--- src/rtl/ripple_fifo_pkg.sv ---
package ripple_fifo_pkg;

  // A position takes the upstream word when it is vacant and upstream is filled.
  function automatic logic take_word(input logic self_filled, input logic up_filled);
    return up_filled & ~self_filled;
  endfunction

  // Next flag of a position given its own take and the downstream take.
  function automatic logic next_flag(input logic cur, input logic taking, input logic given);
    if (taking) return 1'b1;
    if (given) return 1'b0;
    return cur;
  endfunction

endpackage

--- src/rtl/ripple_strobe_sync.sv ---
module ripple_strobe_sync #(
  parameter int STAGES = 2,
  parameter bit RISING = 1'b1
) (
  input  logic clk,
  input  logic mr,
  input  logic async_in,
  output logic pulse
);
  logic [STAGES-1:0] stg_q;
  logic              last_q;
  logic              level;

  always_ff @(posedge clk or posedge mr) begin
    if (mr) begin
      stg_q  <= '0;
      last_q <= 1'b0;
    end else begin
      stg_q  <= {stg_q[STAGES-2:0], async_in};
      last_q <= stg_q[STAGES-1];
    end
  end

  assign level = stg_q[STAGES-1];

  generate
    if (RISING) begin : g_rise
      assign pulse = level & ~last_q;
    end else begin : g_fall
      assign pulse = ~level & last_q;
    end
  endgenerate
endmodule

--- src/rtl/ripple_cell.sv ---
module ripple_cell
  import ripple_fifo_pkg::*;
#(
  parameter int WIDTH = 4
) (
  input  logic             clk,
  input  logic             mr,
  input  logic             up_filled,
  input  logic [WIDTH-1:0] up_data,
  input  logic             down_take,
  output logic             filled,
  output logic             take,
  output logic [WIDTH-1:0] data
);
  logic             flag_q;
  logic [WIDTH-1:0] data_q;

  assign take = take_word(flag_q, up_filled);

  always_ff @(posedge clk or posedge mr) begin
    if (mr) flag_q <= 1'b0;
    else    flag_q <= next_flag(flag_q, take, down_take);
  end

  // Stored bits have no reset: master reset only declares them invalid.
  always_ff @(posedge clk) begin
    if (take) data_q <= up_data;
  end

  assign filled = flag_q;
  assign data   = data_q;
endmodule

--- src/rtl/ripple_fifo.sv ---
module ripple_fifo #(
  parameter int DEPTH       = 16,
  parameter int WIDTH       = 4,
  parameter int SYNC_STAGES = 2
) (
  input  logic             clk,
  input  logic             mr,
  input  logic             shift_in,
  input  logic             shift_out,
  input  logic [WIDTH-1:0] din,
  input  logic             out_disable,
  output logic             din_ready,
  output logic             dout_ready,
  output logic [WIDTH-1:0] dout,
  output logic             dout_drive
);
  localparam int LAST = DEPTH - 1;

  logic             in_rise;
  logic             out_fall;
  logic             load_evt;
  logic             unload_evt;
  logic [DEPTH-1:0] marks;
  logic [DEPTH-1:0] takes;
  logic [WIDTH-1:0] cell_data [DEPTH];

  ripple_strobe_sync #(.STAGES(SYNC_STAGES), .RISING(1'b1)) u_in_sync (
    .clk(clk), .mr(mr), .async_in(shift_in), .pulse(in_rise)
  );

  ripple_strobe_sync #(.STAGES(SYNC_STAGES), .RISING(1'b0)) u_out_sync (
    .clk(clk), .mr(mr), .async_in(shift_out), .pulse(out_fall)
  );

  assign din_ready  = ~marks[0];
  assign dout_ready = marks[LAST];
  assign load_evt   = in_rise & din_ready;
  assign unload_evt = out_fall & dout_ready;

  generate
    for (genvar i = 0; i < DEPTH; i++) begin : g_pos
      logic             up_f;
      logic [WIDTH-1:0] up_d;
      logic             dn_t;
      if (i == 0) begin : g_head
        assign up_f = load_evt;
        assign up_d = din;
      end else begin : g_body
        assign up_f = marks[i-1];
        assign up_d = cell_data[i-1];
      end
      if (i == LAST) begin : g_tail
        assign dn_t = unload_evt;
      end else begin : g_inner
        assign dn_t = takes[i+1];
      end
      ripple_cell #(.WIDTH(WIDTH)) u_cell (
        .clk(clk), .mr(mr),
        .up_filled(up_f), .up_data(up_d), .down_take(dn_t),
        .filled(marks[i]), .take(takes[i]), .data(cell_data[i])
      );
    end
  endgenerate

  assign dout       = cell_data[LAST];
  assign dout_drive = ~out_disable;
endmodule

--- config.mk ---
export PLATFORM = sky130hd
export DESIGN_NAME = ripple_fifo
export DESIGN_NICKNAME = d
export VERILOG_FILES = /design/src/rtl/ripple_fifo_pkg.sv /design/src/rtl/ripple_strobe_sync.sv /design/src/rtl/ripple_cell.sv /design/src/rtl/ripple_fifo.sv
export SDC_FILE = /design/constraint.sdc
export NUM_CORES = 1
export LEC_CHECK = 0
export BUFFER_PORTS_ARGS = -buffer_cell sky130_fd_sc_hd__buf_4
export CORE_MARGIN = 1
export CORE_UTILIZATION = 48
export CTS_BUF_LIST = sky130_fd_sc_hd__clkbuf_4
export DETAILED_ROUTE_END_ITERATION = 10
export PLACE_DENSITY = 0.62
export SYNTH_ARGS = -nofsm -noshare
export SYNTH_HDL_FRONTEND = slang
export SYNTH_SLANG_ARGS = --single-unit
--- constraint.sdc ---
create_clock -name clk -period 2.6 [get_ports clk]
set_clock_uncertainty 0.1 [all_clocks]
set_input_delay 0.13 -clock clk [delete_from_list [all_inputs] [get_ports clk]]
set_output_delay 0.13 -clock clk [all_outputs]
set_load 0.05 [all_outputs]
# Word level (Yosys, flattened, before mapping)
# Cells that the tools add are included.
# totals
in_bits	9
reg_bits	86
elab_cells	188
output_inout_bits	7
# op_classes
bitwise	39
reduce_logical	16
n_mux	97
# op_table
operator	count
2-to-1 mux 1 bit	97
nonzero test 2 bit	16
bitwise AND 1 bit	20
inverter 1 bit	19

# Depth between registers and ports, before layout
# depth
ltp_word	8
ltp_mapped	2
ltp_nobuf	2

# Hierarchy
# Synthesis repeated with hierarchy kept, for this count alone.
# hier_totals
cells_unflattened	158
hier_area_um2	2987.9
# by_module_without_submodules
mod	cells_each	instances	area_per_inst_um2	seq_area_each_um2
ripple_cell	9	16	173.9	145.1
ripple_strobe_sync	5	2	92.6	75.1
ripple_fifo	4	1	20.0	0.0

# Least setup slack after synthesis
# Ideal clock, no wire load.
# synth_path
kind	register to register
start	register g_pos[15].u_cell.flag_q
end	register g_pos[15].u_cell.data_q[0] (enable)
setup_ps	333
t_arrival_ps	887
stages_incl_launch_ff	2
required_time_ps	2167
path_slack_ps	1281
n_path_buf	0
synth_period_minus_slack_ps	1319
path_cell_list	dfrtp_1 > nor2b_1
# synth_via
elab_chain_cells	2
# synth_lines
item	line_no	source
start, declared	ripple_cell.sv:15	logic flag_q;
start signal, assigned	ripple_cell.sv:22	else flag_q <= next_flag(flag_q, take, down_take);
inverter 1 bit	ripple_fifo_pkg.sv:5	return up_filled & ~self_filled;
bitwise AND 1 bit	ripple_fifo_pkg.sv:5	
via g_pos[14].dn_t	ripple_fifo.sv:44	logic dn_t;
end signal, assigned	ripple_cell.sv:27	if (take) data_q <= up_data;
end, declared	ripple_cell.sv:16	logic [WIDTH-1:0] data_q;
# The timed path passes the listed nets, and every way through them passes these cells.
# A chain may end at the register's enable or synchronous reset.

# Worst setup path in the final report
# layout_path
start	register g_pos[0].u_cell.flag_q
end	output din_ready
# layout_via
elab_chain_cells	1
# layout_lines
item	line_no	source
start, declared	ripple_cell.sv:15	
start signal, assigned	ripple_cell.sv:22	
inverter 1 bit	ripple_fifo.sv:35	assign din_ready = ~marks[0];
end, declared	ripple_fifo.sv:12	output logic din_ready,
# Every way passes these cells.

==> reports/metrics.csv <==
metric,value,unit
post-route ant nets,0,
arrival time worst endpoint,1.09,ns
Post-synth EDFFs,64,
Post-Route M1 WL,1.429,mm
gr ovfl total,0,
"non-filler cells, final",232,
WL/cell,14.90,um
"Reg clk slew, reported paths",0.11,ns
Worst Path Max Fanout,4,
total CTS buffers,9,
# DRC,0,
final setup fails,0,
Worst-Margin Slew,0.8189,ns
CTS root buf,clkbuf_4,
fraction of registers with async set/reset,0.2558,
"Hold Vio Cnt, Final",0,
synth-to-layout area growth,15.16,%
H-tree levels,3,
Port Buffers,15,
"Net Count, Synth",131,
# rows,27,
GRT Util Overall,0.1317,
Placed Instances,209,
required time worst endpoint,2.37,ns
GP Congestion,0.6932,
Detailed Routing Iterations Pass 1,4,
pin count of the biggest net entering global routing,23,
hold buffers post-CTS,7,
slew margin rel.,0.4535,
top-count cell post-synth,edfxtp_1,
Synth Warn #,0,
Synth Cell Area,2831,um2
Clock Tree Buf Depth,2,
Met2 Wirelength,1.762,mm
die area,6210,um2
DR vias/cell,4.763,
diodes inserted,0,
status,"complete, no violations",
Worst-Skew Late Latency,0.41,ns
most frequent cells after synthesis,"64 x edfxtp_1, 22 x dfrtp_1, 13 x a21o_2, 13 x nor2b_4, 3 x inv_1",
Lkg Pwr,1.267,nW
die height,78.81,um
core area,5608,um2
CTS tree,done,
Post-Syn Instances,122,
IO Pins,16,
Post-CTS Resized,0,
fin crit share,0.5095,
max-slew violation count,0,
Synth area leaders,"edfxtp_1 68%, dfrtp_1 19%, nor2b_4 6.3%",
"Primary FF master, synth",edfxtp_1,
DR iter-0 viols,58,
vias in the first global route,1149,
final net count,164,
clock sinks,86,
min Tclk post-route,1.325,ns
Post-CTS Setup Inserts,0,
Routed WL,3.457,mm
leading area contributor after synthesis,edfxtp_1,
post-synthesis sequential area ratio,0.8732,
Synth top area share,0.6787,
hpwl dp,2.307,mm
Reg area,2472,um2
FMAX,754.9,MHz
Hold Path Class,reg2reg,
Worst setup SP type,register,
RSZ-0062 raised after global routing,false,
Initial Util,0.5049,
Setup TNS Final,0,ns
Critical Path End Type,output pin,
pwr dens,1060,nW/um2
via count,1105,
first-pass GRT wire length,5.582,mm
Max Cap Viol,0,
worst vdd ir,604.7,uV
max layer used,met4,
DIE WIDTH,78.81,um
Synth Register Bits,86,
Fillers,435,
multi-input gate area in the final layout,347.8,um2
layout cells sized above 1,0.3625,
initial antenna violation count,0,
Syn Area/Cell,23.21,um2
Setup Crit Path Kind,reg2out,
WL met3,216,um
Netlist cell types,11,
==> kinds of logic (layout without fill, tap and decap cells) <==
family / after synthesis / in the layout / synth area share
buffers and inverters: 3 / 41 / 0.003977
DFF: 86 / 86 / 0.8732
and+or+nand+nor: 17 / 17 / 0.07424
AOI/OAI and AO/OA: 16 / 16 / 0.04861
==> layout make-up <==
class	instances	share of cell area
Sequential cell	86	0.7582
Clock inverter	5	0.02264
Tap cell	72	0.02763
Multi-Input combinational cell	33	0.1067
Inverter	3	0.003454
Timing Repair Buffer	22	0.05602
Clock buffer	11	0.02533
==> registers in the layout (all words and copies together), names as in the netlist <==
| register | cells |
|---|---|
| u_in_sync.stg_q | 2 |
| g_pos.u_cell.filled | 16 |
| g_pos.u_cell.data | 64 |
| u_in_sync.last_q | 1 |
| u_out_sync.last_q | 1 |
| u_out_sync.stg_q | 2 |
==> cell usage in the layout (no fill, tap or decap), types with 2 or more instances in the layout <==
cell	instances
edfxtp_1	64
dfrtp_1	22
buf_4	15
nor2b_4	13
a21o_2	13
clkbuf_4	11
dlygate4sd3_1	7
inv_1	3
a21o_1	2
bufinv_16	2
clkinv_2	2
==> path summary, 6_finish.rpt <==
path	slack (ns)	endpoint	start	cells past startpoint
worst max register to register	1.36	g_pos[0].u_cell.data[0]	g_pos[0].u_cell.filled	1
min in group asynchronous	0.33	g_pos[10].u_cell.filled	mr	3
max in group asynchronous	1.56	g_pos[5].u_cell.filled	mr	3
worst min register to register	0.26	u_out_sync.stg_q[1]	u_out_sync.stg_q[0]	0
worst min-delay path	0.26	u_out_sync.stg_q[1]	u_out_sync.stg_q[0]	0
worst max-delay path	1.28	din_ready	g_pos[0].u_cell.filled	2
==> report_power, final <==
group	internal (mW)	total [mW]	switching, mW
logic	0.251	0.520	0.269
registers	1.92	2.14	0.214
clock network	0.406	0.799	0.392
==> metal layers <==
metal | global-route usage | up-vias
met4 | 0.05000 | 0
met1 | 0.1518 | 542
met2 | 0.2087 | 26
li1 | - | 529
met3 | 0.06897 | 8
met5 | 0 | -
==> metrics by stage <==
stage	util	hold WS, ns	setup WS [ns]	total power [mW]	area, um2
after floorplan	-	0.01923	1.281	2.521	2831
after global placement	0.5411	0.1397	1.436	2.654	3034
after detailed placement	0.5411	0.1406	1.364	2.693	3034
after CTS	0.5814	0.2485	1.237	3.505	3261
after global routing	0.5814	0.2452	1.175	3.621	3261
final	0.5814	0.2609	1.275	3.457	3261
==> critical path, cell delays in order, from the launching register on <==
cell	delay (ns)
dfrtp_1	0.44
inv_1	0.07
buf_4	0.19
No activity file was read; power rests on OpenSTA's default activity.
